[config.mk]
export PLATFORM = sky130hd
export DESIGN_NAME = lead_trail_counter
export DESIGN_NICKNAME = d
export VERILOG_FILES = /design/src/rtl/lzc_pkg.sv /design/src/rtl/lzc_decode.sv /design/src/rtl/lzc_prep.sv /design/src/rtl/lzc_core.sv /design/src/rtl/lead_trail_counter.sv
export SDC_FILE = /design/constraint.sdc
export NUM_CORES = 1
export LEC_CHECK = 0
export ABC_AREA = 0
export CORE_MARGIN = 4
export CORE_UTILIZATION = 54
export DETAILED_ROUTE_END_ITERATION = 6
export GPL_ROUTABILITY_DRIVEN = 0
export GPL_TIMING_DRIVEN = 0
export PLACE_DENSITY = 0.95
export SLEW_MARGIN = 30
export SYNTH_ARGS = -nofsm -noshare
export SYNTH_HDL_FRONTEND = slang
export SYNTH_SLANG_ARGS = --single-unit
[constraint.sdc]
create_clock -name clk -period 9.19 [get_ports clk]
set_clock_uncertainty 0.2 [all_clocks]
set_input_delay 1.3785 -clock clk [delete_from_list [all_inputs] [get_ports clk]]
set_output_delay 1.3785 -clock clk [all_outputs]
set_load 0.05 [all_outputs]
[src/rtl/lzc_pkg.sv]
package lzc_pkg;
  localparam int OPC_W    = 5;
  localparam int OPC_BASE = 4;
  localparam int NUM_OPS  = 8;

  // Field order matches (opcode - OPC_BASE): [2] dword, [1] trailing, [0] zeros
  typedef struct packed {
    logic dword;
    logic trailing;
    logic zeros;
  } cnt_op_t;
endpackage

[src/rtl/lzc_decode.sv]
module lzc_decode
  import lzc_pkg::*;
#(
  parameter int OW   = OPC_W,
  parameter int BASE = OPC_BASE
) (
  input  logic [OW-1:0] opc,
  output cnt_op_t       op,
  output logic          illegal
);
  logic [OW-1:0] offset;

  // Codes below BASE wrap to large offsets and fall into the illegal range
  assign offset  = opc - OW'(BASE);
  assign illegal = (offset >= OW'(NUM_OPS));
  assign op      = cnt_op_t'(offset[2:0]);
endmodule

[src/rtl/lzc_prep.sv]
module lzc_prep
  import lzc_pkg::*;
#(
  parameter int W = 64
) (
  input  logic [W-1:0] src,
  input  cnt_op_t      op,
  output logic [W-1:0] vec
);
  localparam int HW = W / 2;

  logic [W-1:0]  polar;
  logic [W-1:0]  rev_full;
  logic [HW-1:0] rev_half;
  logic [W-1:0]  full_sel;
  logic [HW-1:0] half_sel;

  // Ones counts become zeros counts of the inverse
  assign polar = op.zeros ? src : ~src;

  for (genvar i = 0; i < W; i++) begin : g_rev_full
    assign rev_full[i] = polar[W-1-i];
  end
  for (genvar i = 0; i < HW; i++) begin : g_rev_half
    assign rev_half[i] = polar[HW-1-i];
  end

  assign full_sel = op.trailing ? rev_full : polar;
  assign half_sel = op.trailing ? rev_half : polar[HW-1:0];

  // Word mode: low word on top, ones below as a stop so the count saturates at HW
  assign vec = op.dword ? full_sel : {half_sel, {HW{1'b1}}};
endmodule

[src/rtl/lzc_core.sv]
module lzc_core #(
  parameter int W   = 64,
  parameter int SEG = 8,
  parameter int CW  = $clog2(W + 1)
) (
  input  logic [W-1:0]  vec,
  output logic [CW-1:0] cnt
);
  localparam int NSEG = W / SEG;
  localparam int SCW  = $clog2(SEG + 1);

  logic [SCW-1:0]  seg_cnt [NSEG];
  logic [NSEG-1:0] seg_nz;

  // Segment 0 holds the most significant bits
  for (genvar s = 0; s < NSEG; s++) begin : g_seg
    logic [SEG-1:0] bits;
    assign bits      = vec[W-1-s*SEG -: SEG];
    assign seg_nz[s] = |bits;

    always_comb begin
      logic hit;
      hit        = 1'b0;
      seg_cnt[s] = '0;
      for (int j = SEG - 1; j >= 0; j--) begin
        if (!hit) begin
          if (bits[j]) hit = 1'b1;
          else         seg_cnt[s] = seg_cnt[s] + 1'b1;
        end
      end
    end
  end

  always_comb begin
    logic done;
    done = 1'b0;
    cnt  = CW'(W);
    for (int s = 0; s < NSEG; s++) begin
      if (!done && seg_nz[s]) begin
        cnt  = CW'(s * SEG) + CW'(seg_cnt[s]);
        done = 1'b1;
      end
    end
  end
endmodule

[src/rtl/lead_trail_counter.sv]
module lead_trail_counter
  import lzc_pkg::*;
#(
  parameter int DATA_W = 64,
  parameter int OPC_WD = OPC_W,
  parameter int SEG_W  = 8
) (
  input  logic              clk,
  input  logic              rst,
  input  logic              valid_in,
  input  logic [OPC_WD-1:0] opcode,
  input  logic [DATA_W-1:0] operand,
  output logic              valid_out,
  output logic [DATA_W-1:0] result,
  output logic              illegal_op
);
  localparam int CW       = $clog2(DATA_W + 1);
  localparam int WORD_MAX = DATA_W / 2;

  cnt_op_t           dec_op;
  logic              dec_illegal;
  logic [DATA_W-1:0] core_vec;
  logic [CW-1:0]     cnt;

  lzc_decode #(.OW(OPC_WD), .BASE(OPC_BASE)) u_decode (
    .opc     (opcode),
    .op      (dec_op),
    .illegal (dec_illegal)
  );

  lzc_prep #(.W(DATA_W)) u_prep (
    .src (operand),
    .op  (dec_op),
    .vec (core_vec)
  );

  lzc_core #(.W(DATA_W), .SEG(SEG_W), .CW(CW)) u_core (
    .vec (core_vec),
    .cnt (cnt)
  );

  always_ff @(posedge clk) begin
    if (rst) begin
      valid_out  <= 1'b0;
      result     <= '0;
      illegal_op <= 1'b0;
    end else begin
      valid_out <= valid_in;
      if (valid_in) begin
        result     <= dec_illegal ? '0 : DATA_W'(cnt);
        illegal_op <= dec_illegal;
      end
    end
  end

  AST_VALID_FOLLOWS: assert property (@(posedge clk) disable iff (rst)
    valid_in |=> valid_out);
  AST_NO_SPURIOUS_VALID: assert property (@(posedge clk) disable iff (rst)
    !valid_in |=> !valid_out);
  AST_RESULT_RANGE: assert property (@(posedge clk) disable iff (rst)
    result <= DATA_W'(DATA_W));
  AST_WORD_RANGE: assert property (@(posedge clk) disable iff (rst)
    valid_in && !dec_illegal && !dec_op.dword |=> result <= DATA_W'(WORD_MAX));
  AST_ILLEGAL_ZERO: assert property (@(posedge clk) disable iff (rst)
    illegal_op |-> result == '0);
  AST_COUNT_HITS_ONE: assert property (@(posedge clk) disable iff (rst)
    valid_in && !dec_illegal && (cnt < CW'(DATA_W)) |-> core_vec[DATA_W-1-int'(cnt)]);
  AST_FULL_MEANS_CLEAR: assert property (@(posedge clk) disable iff (rst)
    valid_in && !dec_illegal && (cnt == CW'(DATA_W)) |-> core_vec == '0);
  AST_HOLD_IDLE: assert property (@(posedge clk) disable iff (rst)
    !valid_in |=> $stable(result) && $stable(illegal_op));
endmodule

Word-level counts from Yosys, hierarchy flattened
Cells that the tools add are included.
- $lt $le $gt $ge: 1
- $add $sub $neg: 64
- reductions and logical operators: 22
- bitwise operators: 1
- muxes and demuxes: 244
- operator list (kind ; number):
    two-way mux 4 bit ; 112
    adder 4 x 1 -> 4 bit, second input constant ; 48
    two-way mux 64 bit ; 3
    two-way mux 1 bit ; 119
    NOT 64 bit ; 1
    OR reduction 8 bit ; 8
    two-way mux 7 bit ; 9
    two-way mux 32 bit ; 1
    adder 6 x 4 -> 7 bit, first input constant ; 4
    adder 1 x 1 -> 2 bit, second input constant ; 8
    adder 5 x 4 -> 6 bit, first input constant ; 2
    logical AND 1 bit ; 7
    logical NOT 1 bit ; 7
    adder 4 x 4 -> 5 bit, first input constant ; 1
    >= comparator 5 x 4 -> 1 bit, second input constant ; 1
    subtractor 5 x 3 -> 5 bit, second input constant ; 1
- register bits: 66
- output and inout port bits: 66
- logic and storage cells: 335
- bits of input ports: 72

Longest topological paths before layout
Gate-level depths: netlist of run 1.
- depth after elaboration: 35
- mapped depth: 31

Cells and area by module
Synthesis of run 1 repeated with hierarchy kept, for this count alone.
- cell total of the unflattened synthesis: 763
- area total of the unflattened synthesis: 5627.9 sq um
- modules (own cells, without submodules) (module ; instances ; area an instance (sq um) ; cells an instance):
    lzc_core ; 1 ; 2854.0 ; 412
    lzc_prep ; 1 ; 1916.8 ; 249
    lead_trail_counter ; 1 ; 788.3 ; 93
    lzc_decode ; 1 ; 68.8 ; 9

Worst setup path after synthesis of run 1
Ideal clock, no wire load.
- kind: input-to-reg
- start: input opcode[0]
- end: register result[2]
- arrival time: 6.746 ns
- buffers on the path: 5
- setup slack: 2.130 ns
- setup time: 0.114 ns
- stages on the path: 28
- data required time: 8.876 ns
- path through: buf_4 buf_4 buf_4 buf_2 buf_2 xor2_1 nor2_1 ha_1 o21a_1 ha_1 and3_1 o311a_1 ha_1 nand3_1 nand2_1 ha_1 mux2_2 ha_1 inv_1 or4_1 a21oi_1 mux2i_1 mux2i_1 xnor2_1 nor3_1 o311ai_0 a21oi_1 a21o_1
- word-level cells in the longest chain between the ends: 35
- RTL lines (element ; line ; source):
    from (decl) ; lead_trail_counter.sv:11 ; input logic [OPC_WD-1:0] opcode,
    subtractor 5 x 3 -> 5 bit (*) ; lzc_decode.sv:14 ; assign offset = opc - OW'(BASE);
    two-way mux 64 bit ; lzc_prep.sv:19 ; assign polar = op.zeros ? src : ~src;
    two-way mux 32 bit / two-way mux 64 bit (equally long branches) ; lzc_prep.sv:29, lzc_prep.sv:28 ;
    two-way mux 64 bit ; lzc_prep.sv:32 ; assign vec = op.dword ? full_sel : {half_sel, {HW{1'b1}}};
    two-way mux 1 bit ; lzc_core.sv:27 ; if (bits[j]) hit = 1'b1;
    adder 1 x 1 -> 2 bit ; lzc_core.sv:28 ; else seg_cnt[s] = seg_cnt[s] + 1'b1;
    two-way mux 4 bit ; lzc_core.sv:27 ;
    two-way mux 4 bit ; lzc_core.sv:26 ; if (!hit) begin
    (+13 left out) ; -- ;
    two-way mux 4 bit ; lzc_core.sv:27 ;
    two-way mux 4 bit ; lzc_core.sv:26 ;
    adder 4 x 1 -> 4 bit ; lzc_core.sv:28 ;
    two-way mux 4 bit ; lzc_core.sv:27 ;
    two-way mux 4 bit ; lzc_core.sv:26 ;
    adder 4 x 4 -> 5 bit / two-way mux 7 bit (equally long branches) ; lzc_core.sv:40, lzc_core.sv:39 ;
    two-way mux 7 bit (7 in series) ; lzc_core.sv:39 ; if (!done && seg_nz[s]) begin
    two-way mux 7 bit (*) ; lead_trail_counter.sv:50 ; result <= dec_illegal ? '0 : DATA_W'(cnt);
    to (signal assigned) ; lead_trail_counter.sv:50 ;
    to (decl) ; lead_trail_counter.sv:14 ; output logic [DATA_W-1:0] result,
Mark *: on every way between the ends. The rest lies on a longest branch, timed or not.
A chain may end at the register's enable or synchronous reset.

Worst setup path in the final report of run 1
Ends and elaborated chain as after synthesis.

==> flow_metrics.env, run 1 <==
export IMPL_drive_above_1_share_pct=14.0
export IMPL_numCtsBuffers=3
export IMPL_ys_flop_type="dfxtp_1"
export IMPL_synth_seq_cells=9
export IMPL_postRouteAntennaNets=0
export IMPL_core_area_um2=11400
export IMPL_rsz0062_at_grt="no"
export IMPL_seq_area_frac_synth_pct=2.87
export IMPL_clock_root_buffer="clkbuf_16"
export IMPL_vdd_drop_max_mv=0.102
export IMPL_die_w_um=116
export IMPL_diodes=0
export IMPL_synth_top_family_by_area="simple AND/OR/NAND/NOR gates"
export IMPL_status="finished, final reports clean"
export IMPL_num_rows=39
export IMPL_period_share_pct=93.6
export IMPL_powerDensity_nw_per_um2=76.9
export IMPL_rr_endpoint="result[3]"
export IMPL_post_cts_resized=0
export IMPL_nNetsFinal=1110
export IMPL_period_minus_slack_ns=8.60
export IMPL_p_leak_nw=3.45
export IMPL_relSlewSlack_pct=47.5
export IMPL_syn_area_per_cell_um2=7.28
export IMPL_cp_arrival_ns=8.53
export IMPL_fin_tns_setup_ns=0
export IMPL_yosys_area_top_type_share_pct=12.3
export IMPL_reg2reg_depth=3
export IMPL_post_cts_setup_buffers=0
export IMPL_r2r_slack_ns=7.92
export IMPL_dr_pass1_iters=6
export IMPL_synthTopCellsByArea="mux2i_1, ha_1, buf_4"
export IMPL_grt_use_met1_pct=34.0
export IMPL_cpMostUsedCell="ha_1"
export IMPL_crit_path_end="result[2]"
export IMPL_worstSetupStartpoint="opcode[0]"
export IMPL_fin_area_um2=7510
export IMPL_worstSetupEndpointType="flip-flop"
export IMPL_cp_slowest_cell="o311ai_0"
export IMPL_grt_start_max_net_pins=11
export IMPL_htreeDepth=1
export IMPL_hold_viol_final=0
export IMPL_yosys_top_cells_count="nand2_1, mux2i_1, nor2_1"
export IMPL_cts_tree="done"
export IMPL_maxCapViolations=0
export IMPL_grt_busiest_layer="met2"
export IMPL_synthToLayoutAreaGrowth_pct=19.8
export IMPL_yosysWarnings=0
export IMPL_synthMostInstantiatedCell="nand2_1"
export IMPL_initial_core_util_pct=55.1
export IMPL_r2r_start="result[3]"
export IMPL_clock_path_buffers=2
export IMPL_die_area_um2=13400
export IMPL_clk_latency_ns=0.23
export IMPL_crit_type="in -> reg"
export IMPL_clk_pin_slew_ns=0.04
export IMPL_hold_class="reg -> reg"
export IMPL_critPathBufInv=7
export IMPL_synth_mux_area_fraction_pct=16.2
export IMPL_drt_iter0_drc=979
export IMPL_fp_dieH_um=116
export IMPL_num_io_pins=138
export IMPL_post_dp_cell_area_um2=7430
export IMPL_avgViaCountPerCell=6.15
export IMPL_async_reset_ff_share_pct=0
export IMPL_grt_antenna_before_repair=0
export IMPL_synthAdderAreaFrac_pct=7.78
export IMPL_wirelength_um=19500
export IMPL_crit_family="buffers and inverters"
export IMPL_dp_hpwl_um=16000
export IMPL_drt_wirelength_per_cell_um=17.1
export IMPL_globalRouteOverflowTotal=0
export IMPL_grtUsageMet2_pct=46.4
export IMPL_setup_violations=0
export IMPL_synth_xor_area_share_pct=12.2
export IMPL_vias=7015
export IMPL_timing_hold_ws_ns=0.251
export IMPL_crit_cells=29
export IMPL_grt_pass1_vias=6484
export IMPL_drv_slew=0
export IMPL_slowest_delay_ns=0.59
export IMPL_holdBufCountCts=0
export IMPL_io_buffers=77
export IMPL_cts_sinks=9
export IMPL_drcViolationCount=0
export IMPL_yosys_area_share_simple_pct=25.9
export IMPL_start_kind="input pin"
export IMPL_fmax_mhz=116
export IMPL_synth_distinct_cells=89
export IMPL_synth_edff_count=0
export IMPL_yosysTopAreaCell="mux2i_1"
export IMPL_tightest_slew_ns=0.777
export IMPL_syn_cell_area_um2=6270
export IMPL_syn_inst=861
export IMPL_crit_required_ns=9.12
export IMPL_synth_compound_area_share_pct=21.1
export IMPL_worstPathMaxFanout=10
export IMPL_met3_usage_pct=4.49
export IMPL_grt_pass1_wl_um=30500
export IMPL_grt_use_total_pct=27.7
flip-flops by register name, summed over array words and instances (netlist names):
| signal | flops |
|---|---|
| result | 7 |
| illegal_op | 1 |
| valid_out | 1 |
layer usage:
layer,up-vias,part of all wire (%)
met1,3155,38
li1,3276,-
met2,475,45
met4,0,5.2
met5,-,0
met3,109,11
cell type report:
cell class / instances / area [µm²]
Buffer: 98 / 742
Clock buffer: 4 / 78.8
Fill cell: 937 / 3860
Inverter: 34 / 128
Multi-Input combinational cell: 776 / 5430
Sequential cell: 9 / 180
Tap cell: 143 / 179
Timing Repair Buffer: 77 / 771
power by group:
group / switching [mW] / leakage [nW] / internal (mW)
Clock: 0.0176 / 0.0382 / 0.0578
Combinational: 0.281 / 3.34 / 0.180
Sequential: 0.000353 / 0.0731 / 0.0401
cell families after synthesis:
kind of cell | count (synthesis)
compound gates | 199
xor+xnor | 78
fa+ha+maj | 39
buf+inv | 132
flops | 9
mux | 96
other cells | 1
simple gates | 307
worst reg2reg max path: stages (launching register included):
cell	delay [ns]
dfxtp_1	0.32
nand2b_1	0.09
a2111oi_0	0.43
a22o_1	0.18
metrics by stage:
stage | power (mW) | std cells | worst slack, ns | utilization (%)
after floorplan | 0.377 | 917 | 2.13 | -
after global placement | 0.474 | 1137 | 0.688 | 65.3
after detailed placement | 0.487 | 1137 | 0.536 | 65.3
after CTS | 0.566 | 1141 | 0.750 | 66.0
after global routing | 0.614 | 1141 | 0.324 | 66.0
final | 0.577 | 1141 | 0.587 | 66.0
placed cells by master, fill, tap and decap left out, drive strengths merged, types with 37 or more instances in the layout:
cell / instances
mux2i: 77
xnor2: 41
conb: 57
clkdlybuf4s50: 77
ha: 39
nor2: 67
buf: 87
o21ai: 52
a21oi: 51
nand2: 82
xor2: 37
worst min-delay path by stage:
stage              start   endpoint  slack, ns  cells past startpoint
6_report       result[2]  result[2]       0.25                      1
5_1_grt        result[2]  result[2]       0.27                      1
4_1_cts        result[2]  result[2]       0.25                      1
3_5_place_dp   result[2]  result[2]       0.24                      1
3_3_place_gp   result[2]  result[2]       0.25                      1
2_1_floorplan  result[0]  result[0]       0.47                      2
Power figures use the tool's default switching activity.
==> inputs of run 2 (changes only) <==
Settings changed: GPL_TIMING_DRIVEN 0 to default, SETUP_SLACK_MARGIN from default to 0.1.
==> flow_metrics.env, run 2 (same netlist as run 1, synthesis figures left out) <==
export IMPL_post_cts_resized=0
export IMPL_synthToLayoutAreaGrowth_pct=8.72
export IMPL_drcViolationCount=9
export IMPL_clk_latency_ns=0.23
export IMPL_worstSetupEndpointType="flip-flop"
export IMPL_nNetsFinal=1019
export IMPL_avgViaCountPerCell=6.05
export IMPL_route_met3_wl_um=1390
export IMPL_fp_dieH_um=116
export IMPL_rsz0062_at_grt="no"
export IMPL_wirelength_um=16300
export IMPL_fin_ws_ns=1.46
export IMPL_grt_start_max_net_pins=67
export IMPL_total_power_uw=532
export IMPL_cpMostUsedCell="ha_1"
export IMPL_dr_wl_met2_um=7640
export IMPL_drv_slew=0
export IMPL_clock_path_buffers=2
export IMPL_layout_common_cells="nand2_1, mux2i_1, clkdlybuf4s50_1, nor2_1, conb_1"
export IMPL_pwr_share_clk_pct=14.5
export IMPL_hold_class="reg -> reg"
export IMPL_cp_arrival_ns=7.66
export IMPL_critPathBufInv=2
export IMPL_cts_tree="done"
export IMPL_numCtsBuffers=3
export IMPL_worstPathMaxFanout=23
export IMPL_grt_pass1_vias=5609
export IMPL_p_sw_share_pct=52.6
export IMPL_tightest_slew_ns=0.878
export IMPL_r2r_slack_ns=7.90
export IMPL_slowest_delay_ns=0.51
export IMPL_fin_tns_setup_ns=0
export IMPL_cellInternalPower_uw=252
export IMPL_p_sw_uw=280
export IMPL_hold_viol_final=0
export IMPL_post_cts_setup_buffers=0
export IMPL_status="finished with violations"
export IMPL_pre_cts_slack_ns=1.38
export IMPL_final_common_cell="nand2_1"
export IMPL_p_seq_share_pct=7.6
export IMPL_num_io_pins=138
export IMPL_maxCapViolations=0
export IMPL_fmax_mhz=129
export IMPL_drive_above_1_share_pct=6.62
export IMPL_timing_hold_ws_ns=0.267
export IMPL_p_leak_nw=3.00
export IMPL_vias=6349
export IMPL_period_share_pct=84.1
export IMPL_comb_power_share_pct=77.9
export IMPL_fin_cells=1050
export IMPL_failed_checks="DRC"
export IMPL_highest_layer="met4"
export IMPL_top_regs="result: 7 flops, illegal_op: 1 flops, valid_out: 1 flops"
export IMPL_drt_wirelength_per_cell_um=15.6
export IMPL_dp_cells=1046
export IMPL_die_area_um2=13400
export IMPL_fin_area_um2=6820
export IMPL_vdd_drop_max_mv=0.0847
export IMPL_core_area_um2=11400
export IMPL_dr_pass1_iters=7
export IMPL_holdBufCountCts=0
export IMPL_clock_root_buffer="clkbuf_16"
export IMPL_clk_pin_slew_ns=0.04
export IMPL_largest_register="result"
export IMPL_dp_hpwl_um=13300
export IMPL_setup_violations=0
export IMPL_grt_use_total_pct=23.1
export IMPL_crit_family="compound AO/OA/AOI/OAI gates"
export IMPL_period_minus_slack_ns=7.73
export IMPL_cp_slowest_cell="o311ai_0"
export IMPL_globalRouteOverflowTotal=0
export IMPL_crit_required_ns=9.12
export IMPL_diodes=0
export IMPL_m1WireLength_um=6900
export IMPL_crit_type="in -> reg"
export IMPL_powerDensity_nw_per_um2=78.1
export IMPL_postRouteAntennaNets=0
export IMPL_fillers=983
export IMPL_cts_sinks=9
export IMPL_post_dp_cell_area_um2=6740
export IMPL_grt_pass1_wl_um=26200
export IMPL_io_buffers=80
export IMPL_die_w_um=116
export IMPL_start_kind="input pin"
export IMPL_num_rows=39
export IMPL_largest_reg_flops=7
export IMPL_drt_iter0_drc=472
export IMPL_initial_core_util_pct=55.1
export IMPL_relSlewSlack_pct=41.5
export IMPL_htreeDepth=1
export IMPL_grt_antenna_before_repair=0
export IMPL_finish_utilization_pct=60.0
[run 2: power groups by stage]
stage	registers (mW)	logic (mW)	clock network (mW)
floorplan	0.0440	0.333	0
global placement	0.0411	0.394	0
detailed placement	0.0412	0.405	0
CTS	0.0406	0.408	0.0784
global route	0.0406	0.452	0.0809
finish	0.0405	0.414	0.0774
[run 2: area by class of cell]
class                   count  area (µm²)  area share, %
well taps                 143         179           2.62
multi-input cells         776        5430           79.7
inverters                  34         128           1.87
repair buffers             84         821           12.0
flip-flops and latches      9         180           2.64
clock buffers               4        78.8           1.16
[run 2: path summary, 6_finish.rpt]
kind	from	endpoint	cells after the start
max	opcode[2]	result[2]	26
min	result[0]	result[0]	2
max reg2reg	result[3]	result[3]	3
min reg2reg	result[0]	result[0]	2
[run 2: routing by layer]
layer / vias to the layer above / global-route usage, %
li1: 3087 / -
met1: 2922 / 31.4
met2: 295 / 39.1
met3: 45 / 2.30
met4: 0 / 6.34
met5: - / 0
[run 2: tightest hold or removal path, delay by kind of cell, from the launching register on]
| kind | cells | cell delay [ns] |
|---|---|---|
| AO/OA/AOI/OAI | 1 | 0.06 |
| flip-flops | 1 | 0.31 |
| AND/OR/NAND/NOR | 1 | 0.05 |
